**src/rtl/coin_tally.sv**
```systemverilog
module coin_tally #(
  parameter int WIDTH       = 5,
  parameter int SMALL_CENTS = 5,
  parameter int LARGE_CENTS = 10,
  parameter int CAP_CENTS   = 30
) (
  input  logic             clk,
  input  logic             rst,
  input  logic             coin_small,
  input  logic             coin_large,
  output logic [WIDTH-1:0] credit,
  output logic             at_cap,
  output logic             refused
);
  localparam logic [WIDTH-1:0] SMALL_W = WIDTH'(SMALL_CENTS);
  localparam logic [WIDTH-1:0] LARGE_W = WIDTH'(LARGE_CENTS);
  localparam logic [WIDTH-1:0] CAP_W   = WIDTH'(CAP_CENTS);
  localparam logic [WIDTH:0]   CAP_X   = (WIDTH+1)'(CAP_CENTS);

  logic [WIDTH-1:0] coin_val;
  logic [WIDTH:0]   next_sum;
  logic             coin_seen;
  logic             over;

  assign coin_val  = coin_large ? LARGE_W : (coin_small ? SMALL_W : '0);
  assign coin_seen = coin_large | coin_small;
  assign next_sum  = {1'b0, credit} + {1'b0, coin_val};
  assign over      = next_sum > CAP_X;
  assign at_cap    = (credit == CAP_W);

  always_ff @(posedge clk or posedge rst) begin
    if (rst) begin
      credit  <= '0;
      refused <= 1'b0;
    end else begin
      refused <= coin_seen & over;
      if (coin_seen && !over)
        credit <= next_sum[WIDTH-1:0];
    end
  end
endmodule

```
**config.mk**
```make
export PLATFORM = sky130hd
export DESIGN_NAME = coin_tally
export DESIGN_NICKNAME = d
export VERILOG_FILES = /design/src/rtl/coin_tally.sv
export SDC_FILE = /design/constraint.sdc
export NUM_CORES = 1
export LEC_CHECK = 0
export BUFFER_PORTS_ARGS = -buffer_cell sky130_fd_sc_hd__buf_4
export CORE_AREA = 2 2 39 41
export CTS_CLUSTER_SIZE = 14
export DETAILED_ROUTE_END_ITERATION = 12
export DIE_AREA = 0 0 41 43
export PLACE_DENSITY = 0.62
export SLEW_MARGIN = 10
export SYNTH_ARGS = -nofsm -noshare
export SYNTH_HDL_FRONTEND = slang
export SYNTH_SLANG_ARGS = --single-unit
```
**constraint.sdc**
```tcl
create_clock -name clk -period 6.5 [get_ports clk]
set_input_delay 1.625 -clock clk [delete_from_list [all_inputs] [get_ports clk]]
set_output_delay 1.625 -clock clk [all_outputs]
set_load 0.005 [all_outputs]
```
Yosys cells after proc, flatten, opt, wreduce, memory -nomap -nowiden

Index checks and enable logic that the tools add are counted.

Bits in registers: 6
Input port bits: 4

$add $sub $neg: 1
$lt $le $gt $ge: 1
Equal/unequal tests: 1
Muxes and demuxes: 2
Bitwise logic cells: 2
Reduce and logical (&&, ||, !) cells: 2

Operators by type and width:

| operator           | number |
|---|---|
| $add 5x4->6        | 1 |
| $gt 6x5->1 const B | 1 |
| $eq 5x5->1 const B | 1 |
| $mux 4             | 1 |
| $mux 3             | 1 |
| $and 1x1->1        | 1 |
| $logic_and 1x1->1  | 1 |
| $logic_not 1->1    | 1 |
| $or 1x1->1         | 1 |

Depth between registers and ports, before layout

Depth after elaboration: 6
Gate-level depth with buffers: 8
Depth with buffers taken out: 8

Least setup slack after synthesis

Ideal clock, no wire load.

Path type: in2reg
Start point: in coin_small
End point: reg credit[3]
Library setup time: 0.125 ns
Arrival: 3.545 ns
Data required time: 6.375 ns
Slack: 2.830 ns
Stages on the path: 8
Path buffers: 0
Path through: nor2b_1 -> nand2_1 -> fa_1 -> xnor2_1 -> or4_4 -> a2bb2oi_4 -> a311oi_2 -> mux2_4

Longest elaborated chain between the ends: 6
Elaborated cells on any way between the ends: 7
Classes of those cells: add/sub (1); order compare (1); mux (2); bitwise (1); reduce/logical (2)

Ends and longest elaborated chain:

| element              | line | text |
|---|---|---|
| from (decl)          | 9    | `input logic coin_small,` |
| $mux 3               | 25   | `assign coin_val = coin_large ? LARGE_W : (coin_small ? SMALL_W : '0);` |
| $mux 4               | 25   |  |
| $add 5x4->6          | 27   | `assign next_sum = {1'b0, credit} + {1'b0, coin_val};` |
| $gt 6x5->1           | 28   | `assign over = next_sum > CAP_X;` |
| $logic_not 1->1      | 37   | `if (coin_seen && !over)` |
| $logic_and 1x1->1    | 37   |  |
| to (signal assigned) | 38   | `credit <= next_sum[WIDTH-1:0];` |
| to (decl)            | 11   | `output logic [WIDTH-1:0] credit,` |

Parallel ways exist; a longest one is shown, timed or not.
A chain may end at the register's enable or synchronous reset.

Final worst setup path

Same ends and word-level chain as after synthesis.

==> metrics.cfg <==
[worst_setup_path]
criticalPathCategory=primary input to flip-flop
reg2regPathDepth=6
slowest_delay_ps=560
crit_fanout=5
cp-end-kind=flip-flop
start_kind=primary input
crit_required_ps=6620
crit_chain=buf_4, nor2b_1, nand2_1, fa_1, or4_4, a2bb2oi_4, a311oi_2, mux2_4
rr_endpoint=credit[3]
cp.arrival_ps=3900
r2r-start=credit[0]
rrSetupSlack_ps=4050
cp_slowest_cell=or4_4

[power]
power_density_mw_per_mm2=500
total_power_uw=338
p_leak_uw=0.000292
peakVddDrop_v=0.000138

[layout]
antenna_cells=0
mostFrequentLayoutCells=buf_4 (10), inv_1 (6), dfrtp_1 (6), nand2_1 (5), nor2_1 (5)
fillers=141
drive_above_1_share_pct=26.4
num-nets-final=81
finalNonFillerCells=88
final_core_util_pct=48.8
final_common_cell=buf_4
area_delta_synth_final_pct=19.5

[route]
met1_length_um=567
routed_wl_mm=1.32
vias=519
detail_route.vias_per_cell=5.90
post_drt_wl_per_cell_um=15.0
drtIter0Drc=25
dr.pass1.iters=4
wl_met3_um=74
final_antenna_net_count=0
drc_errors=0
wl_met2_um=643
top_layer_used=met4

[synth]
avgSynthCellArea_sq_um=9.43
yosys.area_share.simple_pct=22.8
synth-adder-area-share_pct=9.73
ys_seq_elements=6
synthCells=60
synth_edf_count=0
synth-seq-area-share_pct=26.5
synth_xor_xnor_area_share_pct=4.65
async_flop_share_pct=100
synth_compound_area_share_pct=26.3
yosysWarnings=0
synthesis.nets=67
synthMuxAreaShare_pct=4.65
synth_top_family_by_area=compound AO/OA/AOI/OAI gates
synth_area_sq_um=566
ys_types=30
synth-main-ff-cell=dfrtp_1

[hold_path]
whs_endpoint=credit[3]
hold_depth=1
worstHoldStart=credit[3]
hp-class=flip-flop to flip-flop

[floorplanning]
die_area_sq_mm=0.00176
die_w_um=41
start_util_pct=40.9
fp-row-count=14
core-area_sq_mm=0.00138
die_h_um=43
ioPinCount=11

[timing]
fin_tns_setup_ps=0
period_share_pct=58.1
clock_skew_ps=4.86
rsz0062_at_grt=no
finalHoldViolCount=0
slew_violations=0
fin_crit_ps=3780
tightest_slew_ps=371
slew_headroom_pct=75.2
setup_viol=0
max_freq_mhz=265

[placement]
portBuffers=10
dp_hpwl_mm=1.04
finalWeightedCongestion=0.839
dp_cells=85

[run_status]
status=finished clean

[grt]
grt_overflow_total=0
grt_max_degree=11
antenna_found_initial=0
grt_pass1_wl_mm=2.19
grtUsageTotal_pct=18.4
first_global_vias=514

[cts]
clock_latency_ps=240
htreeDepth=1
cts_tree=yes
ctsHoldBuffers=0
numCtsBuffers=3
clock_sinks=6
clockBufferDepth=2
cts_root_buffer=clkbuf_4
cts.reportedPaths.clkPinSlew_ps=40
ctsResizeCount=0
cts_setup_buffers=0

[flow_run]
maxCapViolations=0

[critical path, delay by kind of cell]
family	cells	cell delay, ps
fa+ha+maj	1	510
buf+inv	1	120
compound gates	2	330
simple gates	3	1000
mux	1	310
[Yosys cell counts, types with 2 or more instances]
cell | count | share of area, %
a21oi_1 | 4 | 3.5
xnor2_1 | 3 | 4.6
dfrtp_1 | 6 | 27
nor2_1 | 5 | 3.3
a311oi_1 | 2 | 3.1
nor2b_1 | 2 | 2.2
nand4b_1 | 2 | 3.1
o211ai_1 | 2 | 2.7
a31oi_1 | 2 | 2.2
nand2_1 | 5 | 3.3
nand3b_1 | 2 | 2.7
ha_1 | 2 | 4.4
inv_1 | 6 | 4.0
[state kept, by name, summed over array words and instances (netlist names)]
signal / cells
credit: 5
refused: 1
[per-layer routing]
metal	GRT usage (%)	up-vias
met1	20.7	246
met3	4.71	4
met5	0	-
met2	29.1	17
li1	-	252
met4	11.3	0
[area by class of cell]
| type | instances | area, sq um | share of cell area (%) |
|---|---|---|---|
| Tap cell | 16 | 20.0 | 2.96 |
| Sequential cell | 6 | 150 | 22.2 |
| Multi-Input combinational cell | 47 | 385 | 57.0 |
| Clock buffer | 3 | 22.5 | 3.33 |
| Timing Repair Buffer | 10 | 75.1 | 11.1 |
| Inverter | 6 | 22.5 | 3.33 |
[power breakdown]
group	leakage, uW	switching (uW)	internal [uW]
registers	0.0000709	32.8	57.4
logic	0.000207	103	113
clock network	0.0000138	11.8	20.8
total	0.000292	147	191
[worst max path at each step]
stage	start	endpoint
final	coin_small	credit[3]
after global routing	coin_small	credit[3]
after CTS	coin_small	credit[3]
after detailed placement	coin_small	credit[3]
after global placement	coin_large	credit[3]
after floorplan	coin_small	credit[3]
[stage by stage]
stage / cell area (sq um) / setup WS, ps / hold WS, ps
finish: 676 / 2720 / 588
global route: 676 / 2620 / 596
CTS: 676 / 2750 / 589
detailed placement: 653 / 2500 / 579
global placement: 653 / 2550 / 575
floorplan: 566 / 2830 / 554
[kinds of logic (layout without fill, tap and decap cells)]
logic type | after synthesis | in the layout
XOR/XNOR | 3 | 3
flip-flops | 6 | 6
AO/OA/AOI/OAI | 17 | 17
AND/OR/NAND/NOR | 21 | 21
buffers and inverters | 7 | 19
adder cells (fa/ha/maj) | 4 | 4
multiplexers | 2 | 2
(Power assumes the default switching activity.)
